==> src/rtl/frame_tx_pkg.sv <==
package frame_tx_pkg;

  typedef enum logic [1:0] {
    SEL_BASE = 2'd0,
    SEL_LEN  = 2'd1,
    SEL_CTRL = 2'd2,
    SEL_NONE = 2'd3
  } cfg_sel_t;

  typedef enum logic [1:0] {
    ST_IDLE = 2'd0,
    ST_CTRL = 2'd1,
    ST_INFO = 2'd2,
    ST_END  = 2'd3
  } seq_state_t;

endpackage

==> src/rtl/frame_tx_cfg.sv <==
module frame_tx_cfg
  import frame_tx_pkg::*;
#(
  parameter int W = 8
) (
  input  logic         clk,
  input  logic         rst_n,
  input  logic         we,
  input  logic [1:0]   sel,
  input  logic [W-1:0] wdata,
  input  logic         lock,
  output logic [W-1:0] base,
  output logic [W-1:0] len,
  output logic [W-1:0] ctrl
);

  logic [W-1:0] base_q, base_d;
  logic [W-1:0] len_q,  len_d;
  logic [W-1:0] ctrl_q, ctrl_d;
  logic         wr_ok;

  assign wr_ok = we && !lock;

  always_comb begin
    base_d = base_q;
    len_d  = len_q;
    ctrl_d = ctrl_q;
    if (wr_ok) begin
      case (cfg_sel_t'(sel))
        SEL_BASE: base_d = wdata;
        SEL_LEN:  len_d  = wdata;
        SEL_CTRL: ctrl_d = wdata;
        default:  ;
      endcase
    end
  end

  always_ff @(posedge clk or negedge rst_n) begin
    if (!rst_n) begin
      base_q <= '0;
      len_q  <= '0;
      ctrl_q <= '0;
    end else if (wr_ok) begin
      base_q <= base_d;
      len_q  <= len_d;
      ctrl_q <= ctrl_d;
    end
  end

  assign base = base_q;
  assign len  = len_q;
  assign ctrl = ctrl_q;

  // settings frozen while locked
  assert_cfg_locked_R2: assert property (@(posedge clk) disable iff (!rst_n)
    lock |=> ($stable(base_q) && $stable(len_q) && $stable(ctrl_q)));

endmodule

==> src/rtl/frame_tx_fetch.sv <==
module frame_tx_fetch #(
  parameter int W         = 8,
  parameter int LAST_ADDR = 191
) (
  input  logic         clk,
  input  logic         rst_n,
  input  logic         load,
  input  logic [W-1:0] load_base,
  input  logic [W-1:0] load_len,
  input  logic         advance,
  output logic [W-1:0] addr,
  output logic         more
);

  localparam logic [W:0] LAST_P = LAST_ADDR[W:0];

  logic [W:0]   ptr_q, ptr_d;
  logic [W-1:0] rem_q, rem_d;
  logic         upd;

  assign upd = load || advance;

  always_comb begin
    ptr_d = ptr_q;
    rem_d = rem_q;
    if (load) begin
      ptr_d = {1'b0, load_base};
      rem_d = load_len;
    end else if (advance) begin
      ptr_d = ptr_q + 1'b1;
      rem_d = rem_q - 1'b1;
    end
  end

  always_ff @(posedge clk or negedge rst_n) begin
    if (!rst_n) begin
      ptr_q <= '0;
      rem_q <= '0;
    end else if (upd) begin
      ptr_q <= ptr_d;
      rem_q <= rem_d;
    end
  end

  assign more = (rem_q != '0) && (ptr_q <= LAST_P);
  assign addr = ptr_q[W-1:0];

  // no read above the buffer end
  assert_no_read_past_end_R7: assert property (@(posedge clk) disable iff (!rst_n)
    advance |-> (ptr_q <= LAST_P));

  // each read moves the pointer up by exactly one
  assert_ptr_ascends_R5: assert property (@(posedge clk) disable iff (!rst_n)
    (advance && !load) |=> (ptr_q == $past(ptr_q) + 1'b1));

endmodule

==> src/rtl/frame_tx_fsm.sv <==
module frame_tx_fsm
  import frame_tx_pkg::*;
(
  input  logic clk,
  input  logic rst_n,
  input  logic start,
  input  logic tx_ready,
  input  logic more,
  output logic busy,
  output logic tx_valid,
  output logic sel_ctrl,
  output logic eof,
  output logic load,
  output logic advance,
  output logic lock
);

  seq_state_t state_q, state_d;
  logic       accept;

  assign tx_valid = (state_q == ST_CTRL) || (state_q == ST_INFO);
  assign accept   = tx_valid && tx_ready;

  always_comb begin
    state_d = state_q;
    load    = 1'b0;
    advance = 1'b0;
    case (state_q)
      ST_IDLE: begin
        if (start) begin
          load    = 1'b1;
          state_d = ST_CTRL;
        end
      end
      ST_CTRL, ST_INFO: begin
        if (accept) begin
          if (more) begin
            advance = 1'b1;
            state_d = ST_INFO;
          end else begin
            state_d = ST_END;
          end
        end
      end
      ST_END:  state_d = ST_IDLE;
      default: state_d = ST_IDLE;
    endcase
  end

  always_ff @(posedge clk or negedge rst_n) begin
    if (!rst_n) state_q <= ST_IDLE;
    else        state_q <= state_d;
  end

  assign busy     = (state_q != ST_IDLE);
  assign sel_ctrl = (state_q == ST_CTRL);
  assign eof      = (state_q == ST_END);
  assign lock     = busy || start;

  // idle start raises busy
  assert_start_sets_busy_R3: assert property (@(posedge clk) disable iff (!rst_n)
    (!busy && start) |=> (busy && sel_ctrl));

  // eof is a single cycle, then idle
  assert_eof_single_R10: assert property (@(posedge clk) disable iff (!rst_n)
    eof |=> (!eof && !busy));

  assert_eof_no_valid_R10: assert property (@(posedge clk) disable iff (!rst_n)
    eof |-> !tx_valid);

  // more payload after an acceptance keeps valid high
  assert_no_bubble_R9: assert property (@(posedge clk) disable iff (!rst_n)
    (accept && more) |=> tx_valid);

endmodule

==> src/rtl/frame_tx_seq.sv <==
module frame_tx_seq
  import frame_tx_pkg::*;
#(
  parameter int W         = 8,
  parameter int LAST_ADDR = 191
) (
  input  logic         clk,
  input  logic         rst_n,
  input  logic         cfg_we,
  input  logic [1:0]   cfg_sel,
  input  logic [W-1:0] cfg_wdata,
  input  logic         start,
  output logic         busy,
  output logic         ram_rd_en,
  output logic [W-1:0] ram_addr,
  input  logic [W-1:0] ram_rdata,
  output logic [W-1:0] tx_data,
  output logic         tx_valid,
  input  logic         tx_ready,
  output logic         tx_eof
);

  logic [W-1:0] base, len, ctrl;
  logic         lock, load, advance, more, sel_ctrl;

  frame_tx_cfg #(.W(W)) u_cfg (
    .clk   (clk),
    .rst_n (rst_n),
    .we    (cfg_we),
    .sel   (cfg_sel),
    .wdata (cfg_wdata),
    .lock  (lock),
    .base  (base),
    .len   (len),
    .ctrl  (ctrl)
  );

  frame_tx_fetch #(.W(W), .LAST_ADDR(LAST_ADDR)) u_fetch (
    .clk       (clk),
    .rst_n     (rst_n),
    .load      (load),
    .load_base (base),
    .load_len  (len),
    .advance   (advance),
    .addr      (ram_addr),
    .more      (more)
  );

  frame_tx_fsm u_fsm (
    .clk      (clk),
    .rst_n    (rst_n),
    .start    (start),
    .tx_ready (tx_ready),
    .more     (more),
    .busy     (busy),
    .tx_valid (tx_valid),
    .sel_ctrl (sel_ctrl),
    .eof      (tx_eof),
    .load     (load),
    .advance  (advance),
    .lock     (lock)
  );

  assign ram_rd_en = advance;
  assign tx_data   = sel_ctrl ? ctrl : ram_rdata;

  // offered byte holds under backpressure
  assert_hold_under_stall_R8: assert property (@(posedge clk) disable iff (!rst_n)
    (tx_valid && !tx_ready) |=> (tx_valid && $stable(tx_data)));

  // the first byte after a start is the control byte
  assert_ctrl_first_R4: assert property (@(posedge clk) disable iff (!rst_n)
    (!busy && start) |=> (tx_valid && tx_data == ctrl));

endmodule

==> config.mk <==
export PLATFORM = sky130hd
export DESIGN_NAME = frame_tx_seq
export DESIGN_NICKNAME = d
export VERILOG_FILES = /design/src/rtl/frame_tx_pkg.sv /design/src/rtl/frame_tx_cfg.sv /design/src/rtl/frame_tx_fetch.sv /design/src/rtl/frame_tx_fsm.sv /design/src/rtl/frame_tx_seq.sv
export SDC_FILE = /design/constraint.sdc
export NUM_CORES = 1
export LEC_CHECK = 0
export ABC_CLOCK_PERIOD_IN_PS = 2300
export BUFFER_PORTS_ARGS = -buffer_cell sky130_fd_sc_hd__buf_2
export CAP_MARGIN = 20
export CORE_UTILIZATION = 55
export DETAILED_ROUTE_END_ITERATION = 10
export HOLD_SLACK_MARGIN = 0.1
export PLACE_DENSITY_LB_ADDON = 0.08
export SLEW_MARGIN = 20
export SYNTH_ARGS = -nofsm -noshare
export SYNTH_HDL_FRONTEND = slang
export SYNTH_SLANG_ARGS = --single-unit
==> constraint.sdc <==
create_clock -name clk -period 2.3 [get_ports clk]
set_input_delay 0.23 -clock clk [delete_from_list [all_inputs] [get_ports clk]]
set_output_delay 0.23 -clock clk [all_outputs]
set_load 0.1 [all_outputs]
# Word level (Yosys, flattened, before mapping)
# Index checks and enable logic that the tools add are counted.
[classes] order_cmp=1 div_mod_pow=0 muxes=14 eq_ne=7 shift=0 n_addsub=2 n_bitwise=0 n_mul=0 reduce_logical=18
[ops] cell="8-bit 2-to-1 mux" n=3
[ops] cell="9-bit 2-to-1 mux" n=2
[ops] cell="2-bit AND reduction" n=5
[ops] cell="9-bit by 1-bit adder with 9-bit output (second input constant)" n=1
[ops] cell="9-bit by 8-bit less-or-equal comparator with 1-bit output (second input constant)" n=1
[ops] cell="8-bit nonzero test" n=1
[ops] cell="8-bit by 1-bit subtractor with 8-bit output (second input constant)" n=1
[ops] cell="2-bit equality test (second input constant)" n=3
[ops] cell="1-bit 2-to-1 mux" n=6
[ops] cell="2-bit case mux with 3 select lines" n=1
[ops] cell="2-bit by 1-bit equality test with 1-bit output (second input constant)" n=2
[ops] cell="2-bit logical NOT" n=2
[ops] cell="2-bit 2-to-1 mux" n=2
[ops] cell="2-bit nonzero test" n=2
[ops] cell="1-bit logical AND" n=3
[ops] cell="1-bit logical OR" n=3
[ops] cell="2-bit by 1-bit != test with 1-bit output (second input constant)" n=1
[ops] cell="2-bit != test (second input constant)" n=1
[ops] cell="2-bit OR reduction" n=1
[ops] cell="1-bit logical NOT" n=1
[word_totals] n_memories=0 mem_bits_ro=0 latch_bits=0 regBits=43 out_inout_bits=20 inputBits=23 ram_bits=0

# Depth between registers and ports, before layout
[logic_depth] word_depth=7 ltp_mapped=8

# Modules after synthesis
# Synthesis repeated with hierarchy kept, for this count alone.
[unflattened] hier_cells=190 area_unflattened_um2=2249.7
[modules_own_cells] module="frame_tx_fetch" area_per_inst_um2=1019.7 n_inst=1 cells_each=110
[modules_own_cells] module="frame_tx_cfg" area_per_inst_um2=929.6 n_inst=1 cells_each=53
[modules_own_cells] module="frame_tx_fsm" area_per_inst_um2=168.9 n_inst=1 cells_each=18
[modules_own_cells] module="frame_tx_seq" area_per_inst_um2=131.4 n_inst=1 cells_each=9

# Least setup slack after synthesis
# No wires, ideal clock.
[synth_timing] kind="register to output" from="reg u_fsm.state_q[0]" to="out ram_rd_en" arrival_time_ns=3.344 path_slack_ns=-1.274 stages_incl_launch_ff=8 path_cell_list="dfrtp_1 > inv_1 > ha_1 > nand3b_1 > a211o_1 > buf_4 > buf_4 > nor2_1"
[synth_via] elab_chain_len=5 word_cells_on_any_way=7 classes_between="eq/ne: 2; mux: 2; reduce/logical: 3"
[synth_lines] element="start: declaration" line="frame_tx_fsm.sv:18" text="seq_state_t state_q, state_d;"
[synth_lines] element="start signal: assignment" line="frame_tx_fsm.sv:52" text="else state_q <= state_d;"
[synth_lines] element="2-bit by 1-bit equality test with 1-bit output / 2-bit equality test (equally long branches)" line="frame_tx_fsm.sv:21" text="assign tx_valid = (state_q == ST_CTRL) || (state_q == ST_INFO);"
[synth_lines] element="1-bit logical OR *" line="frame_tx_fsm.sv:21"
[synth_lines] element="net tx_valid" line="frame_tx_seq.sv:18" text="output logic tx_valid,"
[synth_lines] element="1-bit logical AND *" line="frame_tx_fsm.sv:22" text="assign accept = tx_valid && tx_ready;"
[synth_lines] element="1-bit 2-to-1 mux *" line="frame_tx_fsm.sv:36" text="if (accept) begin"
[synth_lines] element="1-bit 2-to-1 mux *" line="frame_tx_fsm.sv:28" text="case (state_q)"
[synth_lines] element="end: declaration" line="frame_tx_seq.sv:14" text="output logic ram_rd_en,"
# Mark *: on every way through the listed nets, which the timed path passes. The rest lies on a longest branch.

# Worst setup path in the final report
[layout_timing] from="reg u_fsm.state_q[1]" to="out ram_rd_en"
[layout_via] elab_chain_len=5 word_cells_on_any_way=7 classes_between="eq/ne: 2; mux: 2; reduce/logical: 3"
[layout_lines] element="2-bit by 1-bit equality test with 1-bit output / 2-bit equality test (equally long branches)" line="frame_tx_fsm.sv:21, frame_tx_fsm.sv:28"
[layout_lines] element="1-bit logical OR" line="frame_tx_fsm.sv:21"
[layout_lines] element="1-bit logical AND" line="frame_tx_fsm.sv:22"
[layout_lines] element="1-bit 2-to-1 mux" line="frame_tx_fsm.sv:36"
[layout_lines] element="1-bit 2-to-1 mux *" line="frame_tx_fsm.sv:28"
# Mark *: on every way between the ends. The rest lies on a longest branch, timed or not.

==> impl_metrics.tcl <==
set metrics [dict create \
    cts_tree "yes" \
    seq_area_mm2 0.001076 \
    critical_path.max_fanout 8 \
    first_iter_violations 133 \
    antenna_found_initial 0 \
    holdBufCountCts 0 \
    gp_congestion 0.9044 \
    grt_max_degree 44 \
    async_reset_ff_frac 1.000 \
    root_buffer "clkbuf_8" \
    synth_top_area_frac 0.4794 \
    vias 1841 \
    routed_via_density 6.036 \
    worst_ep_required_time_ns 2.07 \
    io_pins 43 \
    finalSetupViolations 0 \
    hold_ws_ns 0.06470 \
    avgSynthCellArea_um2 10.90 \
    cts_buffers 5 \
    finalClockSkew_ns 0.01139 \
    placed_area_mm2 0.002520 \
    post-route-cell-area_mm2 0.002701 \
    synth_seq_cells 43 \
    dieArea_mm2 0.004341 \
    postRouteAntennaNets 0 \
    ys_warn_count 0 \
    wire_per_inst_um 17.10 \
    synth_flop_cell "dfrtp_1" \
    wl_um 5217 \
    cts.htree.levels 2 \
    critPathArrivalTime_ns 1.99 \
    rsz0062_at_grt "no" \
    tightest_slew_ns 0.9385 \
    first_pass_iters 4 \
    diodes 0 \
    core_area_mm2 0.003799 \
    yosysTopAreaCell "dfrtp_1" \
    final_layout_size_suffix_gt1_frac 0.4163 \
    yosysMostFrequentCell "dfrtp_1" \
    critPathKind "register to output port" \
    tns_ns 0 \
    postLayoutCoreUtil 0.7111 \
    synthCells 206 \
    gr-usage-all-layers 0.2646 \
    synth.distinct_cells 34 \
    area_growth_pct 20.35 \
    dp_hpwl_um 3654 \
    post-route-period-util 0.9640 \
    die_h_um 65.89 \
    synth.top_cells.by_area "dfrtp_1, mux2_2, a31oi_1" \
    hold_viol 0 \
    maxCapViolCount 0 \
    grt_pass1_wl_um 8535 \
    multiInputGateArea_mm2 0.001089 \
    fin_crit_ns 2.217 \
    cts_max_path_buffers 2 \
    maxClockFrequency_mhz 451.0 \
    clkTransAtPathRegs_ns 0.09 \
    min_path_type "input pin to async pin" \
    std_cell_rows 22 \
    status "completed" \
    fill_cells 293 \
    ys_seq_area_frac 0.4794 \
    fin_nets 285 \
    drv_slew 0 \
    synth_fp_nets 235 \
    grt_overflow 0 \
    startpoint_type "register" \
    end_kind "output port" \
    cts_sinks 43 \
    remaining_drc_errors 0 \
    syn_area_mm2 0.002245 \
    io_buffers 42 \
    dieWidth_um 65.89 \
    initial_core_util 0.5909 \
    maxSlewHeadroom 0.3744 \
    grt_pass1_vias 1772 \
    synth_common_cells "dfrtp_1, mux2_2, nor2_1, a31oi_1, buf_4" \
    clock_latency_ns 0.30 \
    synth_edf_count 0 \
]
-- metrics by stage --
stage          cells  setup slack, ns
2_1_floorplan    206         -0.04557
3_3_place_gp     290           0.2375
3_5_place_dp     290           0.1255
4_1_cts          300          0.01927
5_1_grt          305          0.03330
6_report         305          0.08280
-- path summary, 6_finish.rpt --
kind                                              startpoint                           end  slack (ns)  depth (start not counted)
max in group asynchronous                              rst_n     u_cfg.base[1]$_DFFE_PN0P_        1.64                          1
worst max-delay path            u_fsm.state_q[1]$_DFFE_PN0P_                     ram_rd_en        0.08                          7
worst min register to register  u_fetch.ptr_q[8]$_DFFE_PN0P_  u_fetch.ptr_q[8]$_DFFE_PN0P_        0.50                          1
worst min-delay path                                   rst_n  u_fetch.ptr_q[4]$_DFFE_PN0P_        0.06                          1
min in group clk                                cfg_wdata[5]     u_cfg.ctrl[5]$_DFFE_PN0P_        0.20                          2
worst max register to register  u_fsm.state_q[1]$_DFFE_PN0P_  u_fetch.rem_q[7]$_DFFE_PN0P_        0.20                          7
-- cells by family (layout without fill, tap and decap cells) --
group / Yosys count / after routing / share of synthesized area
mux: 32 / 32 / 0.1605
fa+ha+maj: 6 / 6 / 0.03344
flops: 43 / 43 / 0.4794
buf+inv: 23 / 73 / 0.05518
compound gates: 42 / 43 / 0.1243
simple gates: 60 / 60 / 0.1472
-- worst max-delay path: stages (launching register included) --
cell and delay (ns):
dfrtp_1 0.39, inv_2 0.07, ha_4 0.27, nand3b_1 0.14
a211o_4 0.34, buf_4 0.17, nor2_4 0.12, buf_12 0.18
-- sequential cells by signal, indices dropped and copies added (netlist names) --
signal,flops
u_cfg.base,8
u_cfg.len,8
u_fetch.ptr_q,9
u_fsm.state_q,2
u_cfg.ctrl,8
u_fetch.rem_q,8
-- routing by layer --
| layer | vias up | share of wire | GRT usage |
|---|---|---|---|
| met2 | 78 | 0.49 | 0.4222 |
| met1 | 899 | 0.44 | 0.3624 |
| met5 | - | 0 | 0 |
| met4 | 0 | 0.010 | 0.07609 |
| met3 | 6 | 0.058 | 0.05345 |
| li1 | 858 | - | - |
-- cell usage in the layout, fill, tap and decap left out, drive strengths merged --
cell,count
a211oi,1
or4,9
nand2b,2
nor3,3
nand3b,2
inv,9
and2,3
a211o,2
or3,5
o31a,1
o21ai,7
buf,56
bufinv,1
nor4,2
a31o,1
clkbuf,5
o31ai,7
nand2,8
a21oi,4
a31oi,14
dfrtp,43
clkinv,2
nand4,2
o41ai,1
nor2,19
nand3,4
a22oi,1
ha,6
o311ai,1
nor3b,1
o211ai,1
mux2,32
a22o,2
-- what timing repair did --
action / in CTS / in global routing
buffers inserted: 1 / 5
gates cloned: 1 / 0
setup endpoints to repair: 1 / 1
resized for setup: 2 / 1
pin swaps: 1 / 1
-- cell type report --
type | instances | area share
sequential | 43 | 0.3983
multi-input combinational | 141 | 0.4030
clock inverter | 3 | 0.01621
inverter | 9 | 0.01251
timing repair buffer | 56 | 0.1223
clock buffer | 5 | 0.02547
tap | 48 | 0.02223
Power is left out: the tool's default activity adds up to more than one toggle a clock period on the data nets, which glitch-free logic cannot reach.
